==> config.mk <==
export PLATFORM = sky130hd
export DESIGN_NAME = sdif_top
export DESIGN_NICKNAME = d
export VERILOG_FILES = /design/src/rtl/sdif_pkg.sv /design/src/rtl/sdif_sync.sv /design/src/rtl/sdif_ready.sv /design/src/rtl/sdif_serial.sv /design/src/rtl/sdif_top.sv
export SDC_FILE = /design/constraint.sdc
export NUM_CORES = 1
export LEC_CHECK = 0
export ABC_AREA = 1
export BUFFER_PORTS_ARGS = -buffer_cell sky130_fd_sc_hd__buf_2
export CAP_MARGIN = 20
export CORE_MARGIN = 8
export CORE_UTILIZATION = 45
export CTS_BUF_LIST = sky130_fd_sc_hd__clkbuf_8 sky130_fd_sc_hd__clkbuf_16
export CTS_CLUSTER_DIAMETER = 30
export DETAILED_ROUTE_END_ITERATION = 8
export GPL_ROUTABILITY_DRIVEN = 1
export REMOVE_ABC_BUFFERS = 1
export SYNTH_ARGS = -nofsm -noshare
export SYNTH_HDL_FRONTEND = slang
export SYNTH_SLANG_ARGS = --single-unit
==> constraint.sdc <==
create_clock -name clk -period 1.6 [get_ports clk]
set_input_delay 0.48 -clock clk [delete_from_list [all_inputs] [get_ports clk]]
set_output_delay 0.48 -clock clk [all_outputs]
set_load 0.005 [all_outputs]
==> src/rtl/sdif_pkg.sv <==
package sdif_pkg;

  typedef enum logic [2:0] {
    ST_CMD,   // waiting for command byte
    ST_WR,    // collecting write data
    ST_RD,    // shifting out a register
    ST_CRW,   // continuous read, waiting for ready
    ST_CRD    // continuous read, shifting out result
  } sdif_state_e;

  localparam logic [1:0] A_COMM = 2'd0;
  localparam logic [1:0] A_MODE = 2'd1;
  localparam logic [1:0] A_ID   = 2'd2;
  localparam logic [1:0] A_DATA = 2'd3;

  typedef struct packed {
    logic       wen_n;
    logic       rd;
    logic [1:0] addr;
    logic       rsv3;
    logic       cread;
    logic [1:0] rsv10;
  } comm_byte_t;

  localparam int unsigned BYTE_W = $bits(comm_byte_t);

endpackage

==> src/rtl/sdif_sync.sv <==
module sdif_sync #(
  parameter int unsigned STAGES = 2
) (
  input  logic clk,
  input  logic rst_n,
  input  logic sclk,
  input  logic cs_n,
  input  logic din,
  output logic sclk_rise,
  output logic sclk_fall,
  output logic cs_hi,
  output logic cs_fall,
  output logic din_s
);
  // bit order {sclk, cs_n, din}
  localparam logic [2:0] IDLE = 3'b110;

  logic [STAGES-1:0][2:0] chain_q;
  logic [2:0]             last_q;
  logic [2:0]             cur;

  always_ff @(posedge clk or negedge rst_n) begin
    if (!rst_n) begin
      chain_q <= {STAGES{IDLE}};
      last_q  <= IDLE;
    end else begin
      chain_q[0] <= {sclk, cs_n, din};
      for (int k = 1; k < int'(STAGES); k++) begin
        chain_q[k] <= chain_q[k-1];
      end
      last_q <= chain_q[STAGES-1];
    end
  end

  assign cur       = chain_q[STAGES-1];
  assign sclk_rise = cur[2] & ~last_q[2];
  assign sclk_fall = ~cur[2] & last_q[2];
  assign cs_hi     = cur[1];
  assign cs_fall   = ~cur[1] & last_q[1];
  assign din_s     = cur[0];

endmodule

==> src/rtl/sdif_ready.sv <==
module sdif_ready #(
  parameter int unsigned DATA_W = 24
) (
  input  logic              clk,
  input  logic              rst_n,
  input  logic [DATA_W-1:0] conv_word,
  input  logic              conv_load,
  input  logic              read_done,
  output logic [DATA_W-1:0] data_q,
  output logic              rdy_n
);
  logic [DATA_W-1:0] stage_q, stage_d, data_d;
  logic              pend_q, pend_d;
  logic              rdy_q, rdy_d;

  always_comb begin
    stage_d = stage_q;
    data_d  = data_q;
    pend_d  = pend_q;
    rdy_d   = rdy_q;
    if (conv_load) begin
      stage_d = conv_word;
      pend_d  = 1'b1;
      rdy_d   = 1'b1;
    end else if (pend_q) begin
      data_d  = stage_q;
      pend_d  = 1'b0;
      rdy_d   = 1'b0;
    end else if (read_done) begin
      rdy_d   = 1'b1;
    end
  end

  always_ff @(posedge clk or negedge rst_n) begin
    if (!rst_n) begin
      stage_q <= '0;
      data_q  <= '0;
      pend_q  <= 1'b0;
      rdy_q   <= 1'b1;
    end else begin
      stage_q <= stage_d;
      data_q  <= data_d;
      pend_q  <= pend_d;
      rdy_q   <= rdy_d;
    end
  end

  assign rdy_n = rdy_q;


  upd_guard_chk: assert property (@(posedge clk) disable iff (!rst_n)
    !$stable(data_q) |-> $past(rdy_q));


  done_clr_chk: assert property (@(posedge clk) disable iff (!rst_n)
    (read_done && !conv_load && !pend_q) |=> rdy_q);

endmodule

==> src/rtl/sdif_serial.sv <==
module sdif_serial
  import sdif_pkg::*;
#(
  parameter int unsigned DATA_W   = 24,
  parameter logic [7:0]  MODE_RST = 8'h02,
  parameter logic [7:0]  ID_VAL   = 8'h4B
) (
  input  logic              clk,
  input  logic              rst_n,
  input  logic              sclk_rise,
  input  logic              sclk_fall,
  input  logic              cs_hi,
  input  logic              cs_fall,
  input  logic              din_s,
  input  logic              rdy_n,
  input  logic [DATA_W-1:0] data_q,
  output logic              read_done,
  output logic [7:0]        mode_cfg,
  output logic              dout,
  output logic              dout_oe
);
  localparam int unsigned    CNT_W   = $clog2(DATA_W + 1);
  localparam logic [CNT_W-1:0] LEN_REG = CNT_W'(BYTE_W);
  localparam logic [CNT_W-1:0] LEN_DAT = CNT_W'(DATA_W);
  localparam logic [CNT_W-1:0] LAST_B  = CNT_W'(BYTE_W - 1);
  localparam logic [CNT_W-1:0] ONE     = CNT_W'(1);

  sdif_state_e       state_q, state_d;
  logic [CNT_W-1:0]  cnt_q, cnt_d, len_q, len_d;
  logic [7:0]        sin_q, sin_d, mode_q, mode_d;
  logic [DATA_W-1:0] sout_q, sout_d;
  logic [1:0]        addr_q, addr_d;
  logic              cread_q, cread_d, exit_q, exit_d, done_q, done_d;
  comm_byte_t        cb;

  assign cb = comm_byte_t'({sin_q[6:0], din_s});

  function automatic logic [DATA_W-1:0] pick(input logic [1:0] a);
    logic [7:0] b;
    b = {rdy_n, 3'b000, cread_q, ID_VAL[2:0]};
    case (a)
      A_DATA: return data_q;
      A_MODE: b = mode_q;
      A_ID:   b = ID_VAL;
      default: ;
    endcase
    return {b, {(DATA_W-8){1'b0}}};
  endfunction

  always_comb begin
    state_d = state_q;
    cnt_d   = cnt_q;
    len_d   = len_q;
    sin_d   = sin_q;
    mode_d  = mode_q;
    sout_d  = sout_q;
    addr_d  = addr_q;
    cread_d = cread_q;
    exit_d  = exit_q;
    done_d  = 1'b0;
    if (cs_hi) begin
      if (cnt_q != '0 || state_q == ST_CRD) begin
        cnt_d   = '0;
        exit_d  = 1'b0;
        state_d = (state_q == ST_CRD || state_q == ST_CRW) ? ST_CRW : ST_CMD;
      end
    end else begin
      case (state_q)
        ST_CMD: if (sclk_rise) begin
          sin_d = cb;
          cnt_d = cnt_q + ONE;
          if (cnt_q == LAST_B) begin
            cnt_d = '0;
            if (!cb.wen_n) begin
              if (cb.rd) begin
                if (cb.addr == A_DATA && cb.cread) begin
                  cread_d = 1'b1;
                  state_d = ST_CRW;
                end else begin
                  addr_d  = cb.addr;
                  len_d   = (cb.addr == A_DATA) ? LEN_DAT : LEN_REG;
                  sout_d  = pick(cb.addr);
                  state_d = ST_RD;
                end
              end else if (cb.addr != A_COMM) begin
                addr_d  = cb.addr;
                state_d = ST_WR;
              end
            end
          end
        end
        ST_WR: if (sclk_rise) begin
          sin_d = cb;
          cnt_d = cnt_q + ONE;
          if (cnt_q == LAST_B) begin
            cnt_d = '0;
            if (addr_q == A_MODE) mode_d = cb;
            state_d = ST_CMD;
          end
        end
        ST_RD: begin
          if (cs_fall && cnt_q == '0) begin
            sout_d = pick(addr_q);
          end else if (sclk_fall && cnt_q != '0) begin
            sout_d = sout_q << 1;
          end
          if (sclk_rise) begin
            cnt_d = cnt_q + ONE;
            if (cnt_q == len_q - ONE) begin
              cnt_d   = '0;
              done_d  = (addr_q == A_DATA);
              state_d = ST_CMD;
            end
          end
        end
        ST_CRW: if (sclk_fall && !rdy_n) begin
          sout_d  = data_q;
          cnt_d   = '0;
          state_d = ST_CRD;
        end
        ST_CRD: begin
          if (sclk_fall && cnt_q != '0) sout_d = sout_q << 1;
          if (sclk_rise) begin
            sin_d = cb;
            cnt_d = cnt_q + ONE;
            if (cnt_q == LAST_B && !cb.wen_n && cb.rd &&
                cb.addr == A_DATA && !cb.cread) begin
              exit_d = 1'b1;
            end
            if (cnt_q == LEN_DAT - ONE) begin
              cnt_d   = '0;
              done_d  = 1'b1;
              exit_d  = 1'b0;
              cread_d = !exit_q;
              state_d = exit_q ? ST_CMD : ST_CRW;
            end
          end
        end
        default: state_d = ST_CMD;
      endcase
    end
  end

  always_ff @(posedge clk or negedge rst_n) begin
    if (!rst_n) begin
      state_q <= ST_CMD;
      cnt_q   <= '0;
      len_q   <= LEN_REG;
      sin_q   <= '0;
      mode_q  <= MODE_RST;
      sout_q  <= '0;
      addr_q  <= A_COMM;
      cread_q <= 1'b0;
      exit_q  <= 1'b0;
      done_q  <= 1'b0;
    end else begin
      state_q <= state_d;
      cnt_q   <= cnt_d;
      len_q   <= len_d;
      sin_q   <= sin_d;
      mode_q  <= mode_d;
      sout_q  <= sout_d;
      addr_q  <= addr_d;
      cread_q <= cread_d;
      exit_q  <= exit_d;
      done_q  <= done_d;
    end
  end

  logic shifting;
  assign shifting  = (state_q == ST_RD) || (state_q == ST_CRD);
  assign dout      = cs_hi ? 1'b1 : (shifting ? sout_q[DATA_W-1] : rdy_n);
  assign dout_oe   = !cs_hi;
  assign read_done = done_q;
  assign mode_cfg  = mode_q;


  abort_chk: assert property (@(posedge clk) disable iff (!rst_n)
    (cs_hi && state_q == ST_WR && cnt_q != '0) |=> state_q == ST_CMD);


  cread_mode_chk: assert property (@(posedge clk) disable iff (!rst_n)
    (state_q == ST_CRD || state_q == ST_CRW) |-> cread_q);


  len_chk: assert property (@(posedge clk) disable iff (!rst_n)
    (state_q == ST_RD) |-> (cnt_q < len_q));

endmodule

==> src/rtl/sdif_top.sv <==
module sdif_top #(
  parameter int unsigned DATA_W      = 24,
  parameter int unsigned SYNC_STAGES = 2,
  parameter logic [7:0]  MODE_RST    = 8'h02,
  parameter logic [7:0]  ID_VAL      = 8'h4B
) (
  input  logic              clk,
  input  logic              rst_n,
  input  logic              cs_n,
  input  logic              sclk,
  input  logic              din,
  input  logic [DATA_W-1:0] conv_word,
  input  logic              conv_load,
  output logic              dout,
  output logic              dout_oe,
  output logic [7:0]        mode_cfg
);
  logic              sclk_rise, sclk_fall, cs_hi, cs_fall, din_s;
  logic              rdy_n, read_done;
  logic [DATA_W-1:0] data_q;

  sdif_sync #(.STAGES(SYNC_STAGES)) u_sync (
    .clk, .rst_n, .sclk, .cs_n, .din,
    .sclk_rise, .sclk_fall, .cs_hi, .cs_fall, .din_s
  );

  sdif_ready #(.DATA_W(DATA_W)) u_ready (
    .clk, .rst_n, .conv_word, .conv_load, .read_done,
    .data_q, .rdy_n
  );

  sdif_serial #(.DATA_W(DATA_W), .MODE_RST(MODE_RST), .ID_VAL(ID_VAL)) u_serial (
    .clk, .rst_n, .sclk_rise, .sclk_fall, .cs_hi, .cs_fall, .din_s,
    .rdy_n, .data_q, .read_done, .mode_cfg, .dout, .dout_oe
  );

endmodule

# Word-level counts from Yosys, hierarchy flattened
# Cells that the tools add are included.
[word_totals]
reg_bits = 116
inputBits = 30
out_inout_bits = 10
word_cells = 189
[op_classes]
add_sub_neg = 2
n_eq_ne = 36
muxes = 85
bitwise_logic = 9
reduce_logical = 40
[op_table]
columns = ["cell", "n"]
rows = [
  ["$mux W24", 12],
  ["$pmux W24 S4", 1],
  ["$mux W5", 10],
  ["$mux W3", 14],
  ["$mux W1", 37],
  ["$pmux W8 S2", 2],
  ["$pmux W5 S4", 1],
  ["$ne A3 B3 Y1 const B", 6],
  ["$pmux W3 S5", 1],
  ["$reduce_and A7 Y1", 2],
  ["$ne A2 B2 Y1 const B", 6],
  ["$ne A3 B2 Y1 const B", 4],
  ["$reduce_and A12 Y1", 1],
  ["$mux W2", 5],
  ["$ne A2 B1 Y1 const B", 5],
  ["$reduce_bool A2 Y1", 5],
  ["$reduce_bool A5 Y1", 2],
  ["$reduce_and A9 Y1", 1],
  ["$eq A2 B2 Y1 const B", 4],
  ["$logic_and A1 B1 Y1", 8],
  ["$reduce_and A8 Y1", 1],
  ["$eq A3 B2 Y1 const B", 2],
  ["$not A1 Y1", 6],
  ["$reduce_and A6 Y1", 1],
  ["24 further kinds", 35],
]

# Depth between registers and ports, before layout
[depth]
word_depth = 16
ltp_mapped = 13
mapped_depth_nobuf = 12

# Hierarchy
# From an unflattened synthesis, not the netlist that was laid out.
[hier_totals]
cells_unflattened = 852
area_unflattened_um2 = 6259.8
[modules_own_cells]
columns = ["mod", "instances", "cells_each", "area_each_um2", "seq_area_each_um2"]
rows = [
  ["sdif_serial", 1, 627, 4006.3, 1327.5],
  ["sdif_ready", 1, 211, 2023.2, 1252.5],
  ["sdif_sync", 1, 14, 230.2, 207.7],
]

# Worst setup path after synthesis
# No wires, ideal clock.
[synth_timing]
kind = "register -> register"
startpoint = "register u_serial.sin_q[3]"
endpoint = "register u_serial.sout_q[16]"
setup_ns = 0.122
t_arrival_ns = 1.474
t_required_ns = 1.478
path_slack_ns = 0.004
path_stages_with_launch = 10
path_buffers = 2
period_less_slack_ns = 1.596
path_cell_list = "dfrtp_1 > ha_1 > clkbuf_1 > nand2_1 > nand2_1 > o21ai_0 > nand3_2 > buf_4 > nor2_1 > a21oi_1"
[synth_between]
elab_chain_cells = 16
elab_cells_between_ends = 22
cone_classes = "eq/ne: 4; mux: 16; reduce/logical: 2"
[synth_lines]
columns = ["item", "line", "source"]
rows = [
  ["from (decl)", "sdif_serial.sv:30", "logic [7:0] sin_q, sin_d, mode_q, mode_d;"],
  ["from (signal assigned)", "sdif_serial.sv:160", "sin_q <= sin_d;"],
  ["$eq A2 B2 Y1", "sdif_serial.sv:41, sdif_serial.sv:76", ""],
  ["$mux W1", "sdif_serial.sv:41", "case (a)"],
  ["$mux W1", "sdif_serial.sv:76", "if (cb.addr == A_DATA && cb.cread) begin"],
  ["$mux W1", "sdif_serial.sv:75", "if (cb.rd) begin"],
  ["$mux W1", "sdif_serial.sv:74", "if (!cb.wen_n) begin"],
  ["$mux W1", "sdif_serial.sv:72", "if (cnt_q == LAST_B) begin"],
  ["$mux W1", "sdif_serial.sv:69", "ST_CMD: if (sclk_rise) begin"],
  ["$mux W1", "sdif_serial.sv:68", "case (state_q)"],
  ["$mux W1", "sdif_serial.sv:61", "if (cs_hi) begin"],
  ["$mux W24", "sdif_serial.sv:47", "return {b, {(DATA_W-8){1'b0}}};"],
  ["$mux W24", "sdif_serial.sv:76", ""],
  ["$mux W24", "sdif_serial.sv:75", ""],
  ["$mux W24", "sdif_serial.sv:74", ""],
  ["$mux W24", "sdif_serial.sv:72", ""],
  ["$mux W24", "sdif_serial.sv:69", ""],
  ["$pmux W24 S4", "sdif_serial.sv:68", ""],
  ["to (signal assigned)", "sdif_serial.sv:162", "sout_q <= sout_d;"],
  ["to (decl)", "sdif_serial.sv:31", "logic [DATA_W-1:0] sout_q, sout_d;"],
]
# Parallel ways exist; a longest one is shown, timed or not. The select of a mux whose other input is x is not followed.
# A chain may end at the register's enable or synchronous reset.

# Worst setup path in the final report
[layout_timing]
startpoint = "register u_serial.state_q[0]"
endpoint = "output dout"
[layout_between]
elab_chain_cells = 4
elab_cells_between_ends = 5
cone_classes = "eq/ne: 2; mux: 2; reduce/logical: 1"
[layout_lines]
columns = ["item", "line", "source"]
rows = [
  ["from (decl)", "sdif_serial.sv:28", "sdif_state_e state_q, state_d;"],
  ["from (signal assigned)", "sdif_serial.sv:157", "state_q <= state_d;"],
  ["$eq A3 B2 Y1 / $eq A3 B3 Y1 (equally long branches)", "sdif_serial.sv:171", "assign shifting = (state_q == ST_RD) || (state_q == ST_CRD);"],
  ["$logic_or A1 B1 Y1 (*)", "sdif_serial.sv:171", ""],
  ["$mux W1 (*) (2 in series)", "sdif_serial.sv:172", "assign dout = cs_hi ? 1'b1 : (shifting ? sout_q[DATA_W-1] : rdy_n);"],
  ["to (decl)", "sdif_top.sv:14", "output logic dout,"],
]
# Every way passes the cells marked *; elsewhere a longest branch is shown, timed or not.

==> results.toml <==
[outcome]
outcome = "finished with violations"
violations = "setup timing"

[job]
drv_cap = 0

[critical_path]
required_ns = 1.12
slowest_stage = "dfrtp_2"
cp.buffers_inverters = 1
cp_slowest_stage_delay_ns = 0.45
r2r_cells = 12
worstReg2RegEnd = "u_serial.cnt_q[2]"
reg2reg_setup_slack_ns = -0.17
crit_family = "flip-flops"
cp_cell_sequence = "nor2_4 -> nand2_4 -> nand2_4 -> nand2_1 -> o211ai_1 -> buf_2"
crit_path_frequent_cell = "nand2_4"
critPathCaptureType = "output pin"
cp.arrival_ns = 1.46
startpoint_type = "register"
path_max_fanout = 4
critPathKind = "register to output pin"
r2r-start = "u_serial.state_q[0]"

[detailed_routing]
vias = 6110
wl_per_cell_um = 15.1
ant_nets = 0
wirelength_um = 17500
vias_per_cell = 5.26
first_pass_iters = 6
drt-initial-drc-count = 510
drc = 0

[floorplanning]
die_area_sq_um = 17500
core_sq_um = 13200
initial_core_util_pct = 46.0
io_pins = 40
die_y_um = 132
core.rowCount = 42
die_w_um = 132

[layout]
final_layout_size_suffix_gt1_share_pct = 32.9
syn2layout_area_growth_pct = 39.3
layoutNonFillerInstCount = 1161
fin_nets = 1019
utilization_pct = 64.1
antennaDiodeCount = 0

[synth]
synthTopCellsByArea = "dfrtp_1, nand2_1, o21ai_0"
syn_inst = 840
netlist_top_cells_count = "nand2_1, dfrtp_1, o21ai_0"
synthArstFlopShare_pct = 100
ys_seq_area_share_pct = 45.9
ys_seq_elements = 111
ys_types = 34
synthMostInstantiatedCell = "nand2_1"
syn_area_per_cell_sq_um = 7.22
synth_top_area_cell = "dfrtp_1"
yosys_warnings = 0
post-synth-top-area-fraction_pct = 42.5
synth_edf_count = 0
ys.flop_type = "dfrtp_1"
synth_area_sq_um = 6070

[global_route]
grt_max_degree = 47
grt.total_usage_pct = 19.7
globalRouteOverflowTotal = 0
grt_pass1_vias = 5909
grt_first_pass_wirelength_um = 28500
antenna_found_initial = 0

[placed_design]
dp_cells = 1097
hpwl_um = 11200
gp_congestion = 0.817
dp_worst_setup_slack_ns = -0.261
io_buffers = 39

[clock_network]
cts_max_path_buffers = 2
clk_pin_slew_ns = 0.07
cts_root_buf = "clkbuf_16"
cts_made_buffers = 9
clock_latency_ns = 0.35
clock-sinks = 111
htree_levels = 3
cts_tree = "done"

[pwr]
ir_drop_mv = 0.690
power_density_nw_per_um2 = 1300
p_leak_nw = 4.23
total_power_w = 0.0110

[sta]
slew_viol_final = 0
relSlewSlack_pct = 74.4
final-setup-viol-count = 36
post-route-min-period_ns = 1.94
clock.fmax_mhz = 517
finalSetupTns_ns = -4.35
rsz0062_at_grt = "true"
finClkSkew_ns = 0.00743
worst_slack_ns = -0.335
tightest_slew_ns = 0.384
hold_viol = 0
period_share_pct = 121

[hold_path]
hold_start = "cs_n"
hold_path_depth = 1
whs_endpoint = "u_sync.chain_q[1]"
min_path_type = "input pin to register"
-- through the flow --
| stage | hold slack, ns | area [sq um] |
|---|---|---|
| final | 0.217 | 8450 |
| after global routing | 0.205 | 8450 |
| after CTS | 0.203 | 7920 |
| after detailed placement | 0.323 | 6980 |
| after global placement | 0.322 | 6980 |
| after floorplan | 0.184 | 5880 |
-- metal layers --
layer / wire length [um] / GRT usage, % / vias to the layer above
li1: - / - / 2958
met1: 7890 / 25.7 / 2916
met2: 8320 / 32.2 / 202
met3: 945 / 2.82 / 34
met4: 373 / 7.85 / 0
met5: 0 / 0 / -
-- cells in the final DEF, fill, tap and decap left out, types with 13 or more instances in the layout --
cell type	n
clkbuf_16	16
buf_6	24
nand2_2	40
inv_1	65
buf_4	81
nand2_1	270
dfrtp_1	100
o21ai_1	18
nor2_4	15
nand2_4	14
nor2_1	40
a21oi_1	13
nand3_2	17
o21ai_0	65
nand3_1	72
buf_2	37
-- worst max path at each step --
stage	start	endpoint	slack, ns	cells past startpoint
6_report	u_serial.state_q[0]	dout	-0.34	6
5_1_grt	u_serial.state_q[0]	dout	-0.43	6
4_1_cts	u_serial.state_q[1]	dout	-0.36	5
3_5_place_dp	u_serial.cnt_q[0]	u_serial.sout_q[19]	-0.26	11
3_3_place_gp	u_serial.cnt_q[0]	u_serial.sout_q[11]	-0.19	11
2_1_floorplan	u_serial.cnt_q[0]	u_serial.sout_q[23]	-0.51	12
-- report_power, final --
part / switching, W / total, W / internal (W) / leakage, nW
Clock: 0.00106 / 0.00233 / 0.00127 / 0.156
Combinational: 0.00288 / 0.00517 / 0.00229 / 2.66
Sequential: 0.000324 / 0.00351 / 0.00319 / 1.42
Total: 0.00427 / 0.0110 / 0.00675 / 4.23
-- cell type report --
cell class	instances	area [sq um]
clock buffer	10	239
clock inverter	6	67.6
fill	1139	4740
inverter	79	315
multi-input combinational	617	3340
sequential	111	2790
tap	176	220
timing repair buffer	161	1480
timing repair inverter	1	5.00
-- registers in the layout, summed over array words and instances (netlist names), 2 cells and up --
register,flops
u_ready.data_q,24
u_serial.addr_q,2
u_serial.cnt_q,5
u_sync.last_q,2
u_sync.chain_q,3
u_sync.cur,3
u_serial.sout_q,24
u_serial.mode_cfg,8
u_serial.state_q,3
u_serial.sin_q,7
u_ready.stage_q,24
-- timing repair --
action                                  4_1_cts  5_1_grt
cloned                                        7        7
setup buffers                                25        9
resized for setup                           103      106
pin swaps                                    34       59
endpoints found under the setup margin       46       53
endpoints found under the hold margin         3        0
hold buffers                                  1        0
-- kinds of logic after synthesis --
kind of cell / synth area share, %
buf+inv: 8.08
simple gates: 34.2
flops: 45.9
fa+ha+maj: 1.86
xor+xnor: 0.289
compound gates: 9.67
Power figures use the tool's default switching activity.
